### src/rtl/eeprom_bb_pkg.sv
package eeprom_bb_pkg;
  // bit positions inside the 8-bit host register values
  localparam int GUARD_HI = 7;
  localparam int GUARD_LO = 6;
  localparam int SER_IN   = 5;
  localparam int MODE_HI  = 5;
  localparam int MODE_LO  = 4;
  localparam int SER_OUT  = 4;

  localparam logic [1:0] CMD_NONE  = 2'b00;
  localparam logic [1:0] CMD_WRITE = 2'b01;
  localparam logic [1:0] CMD_READ  = 2'b10;
  localparam logic [1:0] MODE_RESTART = 2'b10;

  typedef enum logic [2:0] {
    ST_READY,
    ST_OP_HI,
    ST_OP_LO,
    ST_ADDR,
    ST_XFER
  } seq_state_t;
endpackage

### src/rtl/eeprom_bb_seq.sv
module eeprom_bb_seq
  import eeprom_bb_pkg::*;
#(
  parameter int WORD_W = 16,
  parameter int ADDR_W = 6,
  parameter int REG_W  = 8,
  localparam int BIT_W = $clog2(WORD_W),
  localparam int AC_W  = (ADDR_W > 1) ? $clog2(ADDR_W) : 1
) (
  input  logic              clk,
  input  logic              rst,
  input  logic              dat_wr,
  input  logic              dir_wr,
  input  logic              rd_en,
  input  logic [REG_W-1:0]  wdata,
  output logic [ADDR_W-1:0] word_addr,
  output logic [BIT_W-1:0]  bit_pos,
  output logic              mem_we,
  output logic              mem_wbit,
  output logic              rd_hit
);
  localparam logic [AC_W-1:0]  A_LAST = AC_W'(ADDR_W - 1);
  localparam logic [BIT_W-1:0] B_LAST = BIT_W'(WORD_W - 1);

  seq_state_t          state;
  logic [1:0]          cmd;
  logic [ADDR_W-1:0]   addr;
  logic [AC_W-1:0]     acnt;
  logic [BIT_W-1:0]    bidx;
  logic                dummy;

  logic guard_ok, dat_ok, dir_ok, restart, din, in_rd, in_wr, adv;
  logic [BIT_W-1:0] eff;

  assign guard_ok = wdata[GUARD_HI] & wdata[GUARD_LO];
  assign dat_ok   = dat_wr & guard_ok;
  assign dir_ok   = dir_wr & guard_ok;
  assign restart  = dir_ok & (wdata[MODE_HI:MODE_LO] == MODE_RESTART);
  assign din      = wdata[SER_IN];
  assign in_rd    = (state == ST_XFER) && (cmd == CMD_READ);
  assign in_wr    = (state == ST_XFER) && (cmd == CMD_WRITE);
  // writes never take a dummy step; a pending one is simply dropped
  assign eff      = (in_wr && dummy) ? '0 : bidx;
  assign rd_hit   = rd_en & in_rd & ~dummy;
  assign mem_we   = dat_ok & in_wr & ~restart;
  assign mem_wbit = din;
  assign adv      = mem_we | rd_hit;
  assign word_addr = addr;
  assign bit_pos   = eff;

  always_ff @(posedge clk) begin
    if (rst) begin
      state <= ST_READY;
      cmd   <= CMD_NONE;
      addr  <= '0;
      acnt  <= '0;
      bidx  <= '0;
      dummy <= 1'b0;
    end else if (restart) begin
      state <= ST_READY;
    end else begin
      if (dat_ok) begin
        unique case (state)
          ST_READY: begin
            cmd   <= CMD_NONE;
            state <= ST_OP_HI;
          end
          ST_OP_HI: begin
            cmd[1] <= din;
            dummy  <= 1'b1;
            bidx   <= '0;
            state  <= ST_OP_LO;
          end
          ST_OP_LO: begin
            cmd[0] <= din;
            acnt   <= '0;
            state  <= ST_ADDR;
          end
          ST_ADDR: begin
            addr[A_LAST - acnt] <= din;
            if (acnt == A_LAST) state <= ST_XFER;
            else acnt <= acnt + 1'b1;
          end
          default: begin
            if (in_wr) dummy <= 1'b0;
          end
        endcase
      end
      if (rd_en && in_rd && dummy) dummy <= 1'b0;
      if (adv) begin
        if (eff == B_LAST) begin
          bidx <= '0;
          addr <= addr + 1'b1;
        end else begin
          bidx <= eff + 1'b1;
        end
      end
    end
  end

  // host strobes never overlap
  assert_one_strobe_R12: assert property (@(posedge clk) disable iff (rst)
    $countones({dat_wr, dir_wr, rd_en}) <= 1);
  // rejected writes leave the sequencer untouched
  assert_guard_hold_R1: assert property (@(posedge clk) disable iff (rst)
    ((dat_wr || dir_wr) && !guard_ok) |=> ($stable(state) && $stable(addr) && $stable(bidx)));
  // restart lands in ready
  assert_restart_ready_R2: assert property (@(posedge clk) disable iff (rst)
    restart |=> (state == ST_READY));
  // transfer state is sticky
  assert_xfer_sticky_R3: assert property (@(posedge clk) disable iff (rst)
    (state == ST_XFER && !restart) |=> (state == ST_XFER));
  // finishing the last bit of a word moves to the next word
  assert_word_step_R9: assert property (@(posedge clk) disable iff (rst)
    (adv && eff == B_LAST) |=> (addr == $past(addr) + 1'b1 && bidx == '0));
endmodule

### src/rtl/eeprom_bb_store.sv
module eeprom_bb_store #(
  parameter int WORD_W = 16,
  parameter int ADDR_W = 6,
  parameter logic [15:0] INIT_SEED = 16'h5AC3,
  localparam int DEPTH = 1 << ADDR_W,
  localparam int BIT_W = $clog2(WORD_W)
) (
  input  logic              clk,
  input  logic              rst,
  input  logic [ADDR_W-1:0] addr,
  input  logic [BIT_W-1:0]  bit_pos,
  input  logic              we,
  input  logic              wbit,
  output logic [WORD_W-1:0] word
);
  logic [WORD_W-1:0] mem [DEPTH];

  always_ff @(posedge clk) begin
    if (rst) begin
      for (int i = 0; i < DEPTH; i++)
        mem[i] <= WORD_W'(INIT_SEED) ^ WORD_W'(i * 32'h0421);
    end else if (we) begin
      mem[addr][WORD_W-1-int'(bit_pos)] <= wbit;
    end
  end

  assign word = mem[addr];
endmodule

### src/rtl/eeprom_bitbang_top.sv
module eeprom_bitbang_top
  import eeprom_bb_pkg::*;
#(
  parameter int WORD_W = 16,
  parameter int ADDR_W = 6,
  parameter int REG_W  = 8,
  parameter logic [15:0] INIT_SEED = 16'h5AC3,
  localparam int BIT_W = $clog2(WORD_W)
) (
  input  logic              clk,
  input  logic              rst,
  input  logic              dat_wr,
  input  logic              dir_wr,
  input  logic              rd_en,
  input  logic [REG_W-1:0]  wdata,
  output logic [WORD_W-1:0] rdata
);
  logic [ADDR_W-1:0] word_addr;
  logic [BIT_W-1:0]  bit_pos;
  logic              mem_we, mem_wbit, rd_hit;
  logic [WORD_W-1:0] cur_word;

  eeprom_bb_seq #(.WORD_W(WORD_W), .ADDR_W(ADDR_W), .REG_W(REG_W)) seq_i (
    .clk(clk), .rst(rst), .dat_wr(dat_wr), .dir_wr(dir_wr), .rd_en(rd_en),
    .wdata(wdata), .word_addr(word_addr), .bit_pos(bit_pos),
    .mem_we(mem_we), .mem_wbit(mem_wbit), .rd_hit(rd_hit)
  );

  eeprom_bb_store #(.WORD_W(WORD_W), .ADDR_W(ADDR_W), .INIT_SEED(INIT_SEED)) store_i (
    .clk(clk), .rst(rst), .addr(word_addr), .bit_pos(bit_pos),
    .we(mem_we), .wbit(mem_wbit), .word(cur_word)
  );

  always_ff @(posedge clk) begin
    if (rst) begin
      rdata <= '0;
    end else if (rd_en) begin
      rdata <= '0;
      if (rd_hit) rdata[SER_OUT] <= cur_word[WORD_W-1-int'(bit_pos)];
    end
  end

  // only the serial-out bit can ever be set
  assert_out_mask_R7: assert property (@(posedge clk) disable iff (rst)
    (rdata & ~(WORD_W'(1) << SER_OUT)) == '0);
  // output holds between reads
  assert_out_hold_R12: assert property (@(posedge clk) disable iff (rst)
    !rd_en |=> $stable(rdata));
  // a read that delivers no data bit returns zero
  assert_idle_zero_R7: assert property (@(posedge clk) disable iff (rst)
    (rd_en && !rd_hit) |=> (rdata == '0));
endmodule

### config.mk
export PLATFORM = sky130hd
export DESIGN_NAME = eeprom_bitbang_top
export DESIGN_NICKNAME = d
export VERILOG_FILES = /design/src/rtl/eeprom_bb_pkg.sv /design/src/rtl/eeprom_bb_seq.sv /design/src/rtl/eeprom_bb_store.sv /design/src/rtl/eeprom_bitbang_top.sv
export SDC_FILE = /design/constraint.sdc
export NUM_CORES = 2
export LEC_CHECK = 0
export CORE_UTILIZATION = 35
export DETAILED_ROUTE_END_ITERATION = 10
export PLACE_DENSITY = 0.45
export SLEW_MARGIN = 20
export SYNTH_ARGS = -nofsm -noshare
export SYNTH_HDL_FRONTEND = slang
export SYNTH_SLANG_ARGS = --single-unit
### constraint.sdc
create_clock -name clk -period 3 [get_ports clk]
set_input_delay 0.9 -clock clk [delete_from_list [all_inputs] [get_ports clk]]
set_output_delay 0.9 -clock clk [all_outputs]
set_load 0.02 [all_outputs]
# Word level (Yosys, flattened, before mapping)
# Memories as Yosys holds them, arrays and structs flattened. A register that Yosys moved wholly into a read port is not among the register bits.
# Index checks and enable logic that the tools add are counted.
# W data, S select, Z words.
# totals
n_memories,1
out_inout_bits,16
wordCells,104
regBits,20
ramBits,1024
input_bits,13
# memory_table
memory,depth,word_bits,read_ports,rd_ports_with_merged_regs,write_ports,line_no,text
store_i.mem,64,16,1,1,64,eeprom_bb_store.sv:16,logic [WORD_W-1:0] mem [DEPTH];
# classes
n_mux,38
n_eq_ne,12
n_lt_le_gt_ge,4
bitwise,11
n_reduce_logical,25
addsub,5
# op_table
cell,n
$mux W16,3
$mux W6,7
$ge A32 B1 Y1 const B,1
$lt A32 B6 Y1 const B,1
$mux W4,5
$reduce_or A16 Y1,1
$mux W1,12
$pmux W3 S4,1
$reduce_and A3 Y1,4
$reduce_bool A2 Y1,6
$and A1 B1 Y1,8
$reduce_and A4 Y1,2
$logic_and A1 B1 Y1,7
$add A6 B1 Y6 const B,1
$bwmux W6,1
$eq A3 B2 Y1 const B,2
$eq A3 B3 Y1 const B,2
$mux W3,2
$pmux W1 S2,3
$pmux W3 S2,1
$sub A4 B4 Y5 const A,1
$add A4 B1 Y4 const B,1
$bmux W1 S4,1
$demux W1 S4,1
18 further kinds,21

# Longest topological paths before layout
# logic_depth
depth_word,12
ltp_mapped,13
depth_no_buf,10

# Cells and area by module
# A second synthesis with hierarchy kept.
# unflattened
cells_unflattened,5048
hier_area_um2,54928.9
# by_module_without_submodules
mod,cells_per_inst,area_per_inst_um2,n_inst,seq_area_each_um2
eeprom_bb_store,4862,53337.4,1,30749.5
eeprom_bb_seq,159,1293.7,1,380.4
eeprom_bitbang_top,27,297.8,1,20.0

# Worst setup path before layout
# Ideal clock, no wire load.
# synth_timing
kind,input to register
from,input dat_wr
to,"memory store_i.mem[16][0], enable pin"
path_stages,8
setup_ps,291
path_slack_ps,340
arrival_time_ps,2369
required_ps,2709
path_cell_list,nand3_1 nor4_4 and2b_2 nand3_4 nor2_1 buf_2 buf_2 a21o_1
# synth_rtl
item,line_no,text
start: declaration,eeprom_bitbang_top.sv:12,"input logic dat_wr,"
end: declaration,eeprom_bb_store.sv:16,

==> flow_metrics.py <==
metrics = {
    "run_status": {
        "status": "complete, but fails checks",
        "violations": "negative setup slack",
    },
    "floorplanning": {
        "coreArea_mm2": 0.157,
        "die_h_um": 400,
        "rows": 145,
        "initial_core_util_pct": 35.3,
        "dieArea_mm2": 0.160,
        "die_x_um": 400,
        "boundaryPins": 29,
    },
    "global_routing": {
        "met3_usage_pct": 3.36,
        "grt_max_degree": 159,
        "grt_antenna_before_repair": 2,
        "use_met1_pct": 37.8,
        "grt_pass1_vias": 38825,
        "busiest_layer": "met2",
        "met2_usage_pct": 42.9,
        "grt-ovfl-total": 0,
        "grt_pass1_wl_um": 302000,
        "grt.total_usage_pct": 26.8,
    },
    "route": {
        "via_per_inst": 5.87,
        "drcViolationCount": 0,
        "wl_per_cell_um": 31.4,
        "drtPass1Iterations": 6,
        "ant_nets": 0,
        "drt-initial-drc-count": 4605,
        "routed_wirelength_um": 215000,
        "vias": 40193,
    },
    "cells_and_area": {
        "fill_cells": 14640,
        "final_cell_mix": "edfxtp_1, a21o_1, nand2_1, nor2_1, buf_4",
        "syn2layout_area_growth_pct": 18.0,
        "nets": 4708,
        "regArea_mm2": 0.0313,
        "final_common_cell": "edfxtp_1",
        "multi_input_area_mm2": 0.0219,
        "drive_gt1_share_pct": 22.8,
        "final_area_mm2": 0.0653,
        "final_util_pct": 41.7,
    },
    "sta": {
        "tightest_slew_ns": 0.938,
        "setup_viol": 1,
        "finalSetupTns_ns": -0.0694,
        "slew_headroom_pct": 37.0,
        "drv_slew": 0,
        "min_period_ns": 3.07,
        "period_share_pct": 102,
        "finalHoldViolCount": 0,
        "rsz0062_at_grt": "true",
        "finClkSkew_ns": 0.0295,
        "max_freq_mhz": 326,
        "hold_ws_ns": 0.525,
        "fin_ws_ns": -0.0694,
    },
    "synthesis": {
        "ys_dominant_reg_cell": "edfxtp_1",
        "ys_seq_area_share_pct": 56.5,
        "yosys.area_share.simple_pct": 10.9,
        "yosys_warnings": 0,
        "syn-instance-count": 4642,
        "synth-edff-count": 1024,
        "syn_avg_cell_area_um2": 11.9,
        "yosysTopAreaCell": "edfxtp_1",
        "netlist_area_mm2": 0.0553,
        "synth-seq-cells": 1050,
        "postSynth.asyncResetShare_pct": 0,
        "synthMuxAreaShare_pct": 11.1,
        "yosysTopAreaCellShare_pct": 55.6,
        "synth_top_family_by_area": "compound AO/OA/AOI/OAI gates",
        "synth_xor_area_share_pct": 0.0317,
        "synth_cell_types": 73,
        "synthTopCellsByArea": "edfxtp_1, a21o_1, mux4_2",
        "synth-compound-area-share_pct": 16.3,
        "synth_fa_ha_area_share_pct": 0.0678,
    },
    "setup_path": {
        "r2r_end": "rdata[4]",
        "criticalPathCategory": "register to register",
        "crit_fanout": 5,
        "critPathCapture": "rdata[4]",
        "worst-r2r-setup-slack_ns": -0.07,
        "reg2regPathDepth": 11,
        "cp.depth": 11,
        "cp_slowest_cell": "o211ai_1",
        "critPathBufInv": 4,
        "start_kind": "register",
        "critPathCaptureType": "register",
        "crit_arrival_ns": 3.70,
        "worstPathCellList": "buf_8 > buf_16 > buf_4 > mux4_2 > a21oi_1 > nand3_2 > o211ai_1 > a2111oi_4 > buf_4 > nor3_4 > a311oi_1",
        "required_ns": 3.63,
        "max_stage_delay_ns": 0.57,
        "cp_top_family": "compound AO/OA/AOI/OAI gates",
        "crit_top_cell": "buf_4",
    },
    "power_and_ir_drop": {
        "p_per_area_mw_per_mm2": 495,
        "p_leak_nw": 23.5,
        "ir_drop_mv": 0.440,
    },
    "placed_design": {
        "port_buffers": 9,
        "placed_area_mm2": 0.0611,
        "dpl.hpwl_um": 137000,
        "gp_congestion": 0.897,
    },
    "clock_tree": {
        "cts_max_path_buffers": 3,
        "clock-root-buffer": "clkbuf_16",
        "tritoncts": "yes",
        "cts_made_buffers": 120,
        "path_clk_slew_ns": 0.06,
        "htreeDepth": 3,
        "cts_hold_buf": 0,
        "clk_latency_ns": 0.76,
        "cts.sinks": 1050,
    },
    "hold_path": {
        "holdCritPathClass": "register to register",
    },
    "flow_run": {
        "max_cap_viol_count": 0,
    },
}
[synth_stat cells, types with 4 or more instances]
master    number
clkbuf_1     377
a221oi_1       9
buf_2        148
o211ai_1       6
o21ai_0       18
dfxtp_1       26
a31oi_1        5
nor2_1       640
buf_1          4
nand3b_1       8
mux2i_1       24
a211oi_1      10
mux2_2        16
or3_1          6
a21oi_1       32
o21bai_1     257
nor3_2        14
a311oi_1       5
and3_1         7
o22ai_1       30
or2_2          4
or3b_2         5
inv_1         10
mux4_2       253
buf_4         66
nor3_1        26
nor3b_1        7
nand4_1       14
buf_6         13
edfxtp_1    1024
and2_1         7
a22o_1         9
a21o_1       768
a22oi_1       39
nand3_1       31
nor2b_1       13
and3b_1        4
nand2_1      644
nor4_1         7
[state kept, by name (all words and copies together) (netlist names), named ones only]
name	flops
store_i.mem	1024
seq_i.state	3
seq_i.word_addr	6
rdata	1
seq_i.dummy	1
seq_i.bidx	4
seq_i.acnt	3
seq_i.cmd	2
[layer usage]
| metal | vias up | part of all wire, % |
|---|---|---|
| met1 | 21176 | 43 |
| li1 | 17033 | - |
| met3 | 308 | 6.6 |
| met2 | 1672 | 47 |
| met4 | 4 | 3.3 |
| met5 | - | 0.015 |
[worst min path at each step]
| stage | cells past startpoint | slack (ns) | startpoint | to |
|---|---|---|---|---|
| final | 2 | 0.52 | seq_i.dummy | seq_i.dummy |
| after global routing | 2 | 0.54 | seq_i.dummy | seq_i.dummy |
| after CTS | 2 | 0.52 | seq_i.dummy | seq_i.dummy |
| after detailed placement | 2 | 0.51 | seq_i.dummy | seq_i.dummy |
| after global placement | 2 | 0.49 | seq_i.dummy | seq_i.dummy |
| after floorplan | 2 | 0.47 | seq_i.dummy | seq_i.dummy |
[area by class of cell]
cell class / count / area share [%]
Sequential cell: 1050 / 47.9
Multi-Input combinational cell: 2986 / 33.6
Timing Repair Buffer: 522 / 8.98
Clock buffer: 147 / 4.79
Tap cell: 2058 / 3.94
Clock inverter: 75 / 0.739
Inverter: 12 / 0.0747
Antenna cell: 1 / 0.00383
[kinds of logic (layout without fill, tap and decap cells)]
| logic type | after synthesis | count (layout) |
|---|---|---|
| buffers and inverters | 620 | 756 |
| other | 1 | 16 |
| adder cells (fa/ha/maj) | 3 | 3 |
| AO/OA/AOI/OAI | 1216 | 1216 |
| AND/OR/NAND/NOR | 1457 | 1457 |
| multiplexers | 293 | 293 |
| flip-flops | 1050 | 1050 |
| XOR/XNOR | 2 | 2 |
[through the flow]
| stage | setup WS (ns) | std cells | total power [mW] |
|---|---|---|---|
| finish | -0.0694 | 6851 | 32.3 |
| global route | -0.103 | 6850 | 33.2 |
| CTS | -0.0152 | 6849 | 32.6 |
| detailed placement | -0.594 | 6612 | 18.5 |
| global placement | -0.573 | 6612 | 18.5 |
| floorplan | 0.340 | 4656 | 18.1 |
[worst register-to-register path, stage by stage, from the launching register on]
cell and delay (ns):
dfxtp_4 0.37, buf_8 0.16, buf_16 0.17, buf_4 0.19, mux4_2 0.49, a21oi_1 0.18, nand3_2 0.17, o211ai_1 0.58
a2111oi_4 0.17, buf_4 0.18, nor3_4 0.19, a311oi_1 0.11
[where the power goes]
part           total [mW]  internal [mW]  switching (mW)
Sequential           16.9           16.7           0.174
Clock                14.1           7.82            6.30
Combinational        1.38          0.686           0.691
Total                32.3           25.2            7.16
[repair_timing]
| item | CTS | global route |
|---|---|---|
| setup endpoints to repair | 1 | 193 |
| pin swaps | 10 | 4 |
| endpoints found under the hold margin | 0 | 0 |
| gates resized for setup | 60 | 18 |
| cloned | 3 | 0 |
| setup buffers | 12 | 1 |
Note: power is estimated with default switching activity, not from simulation.
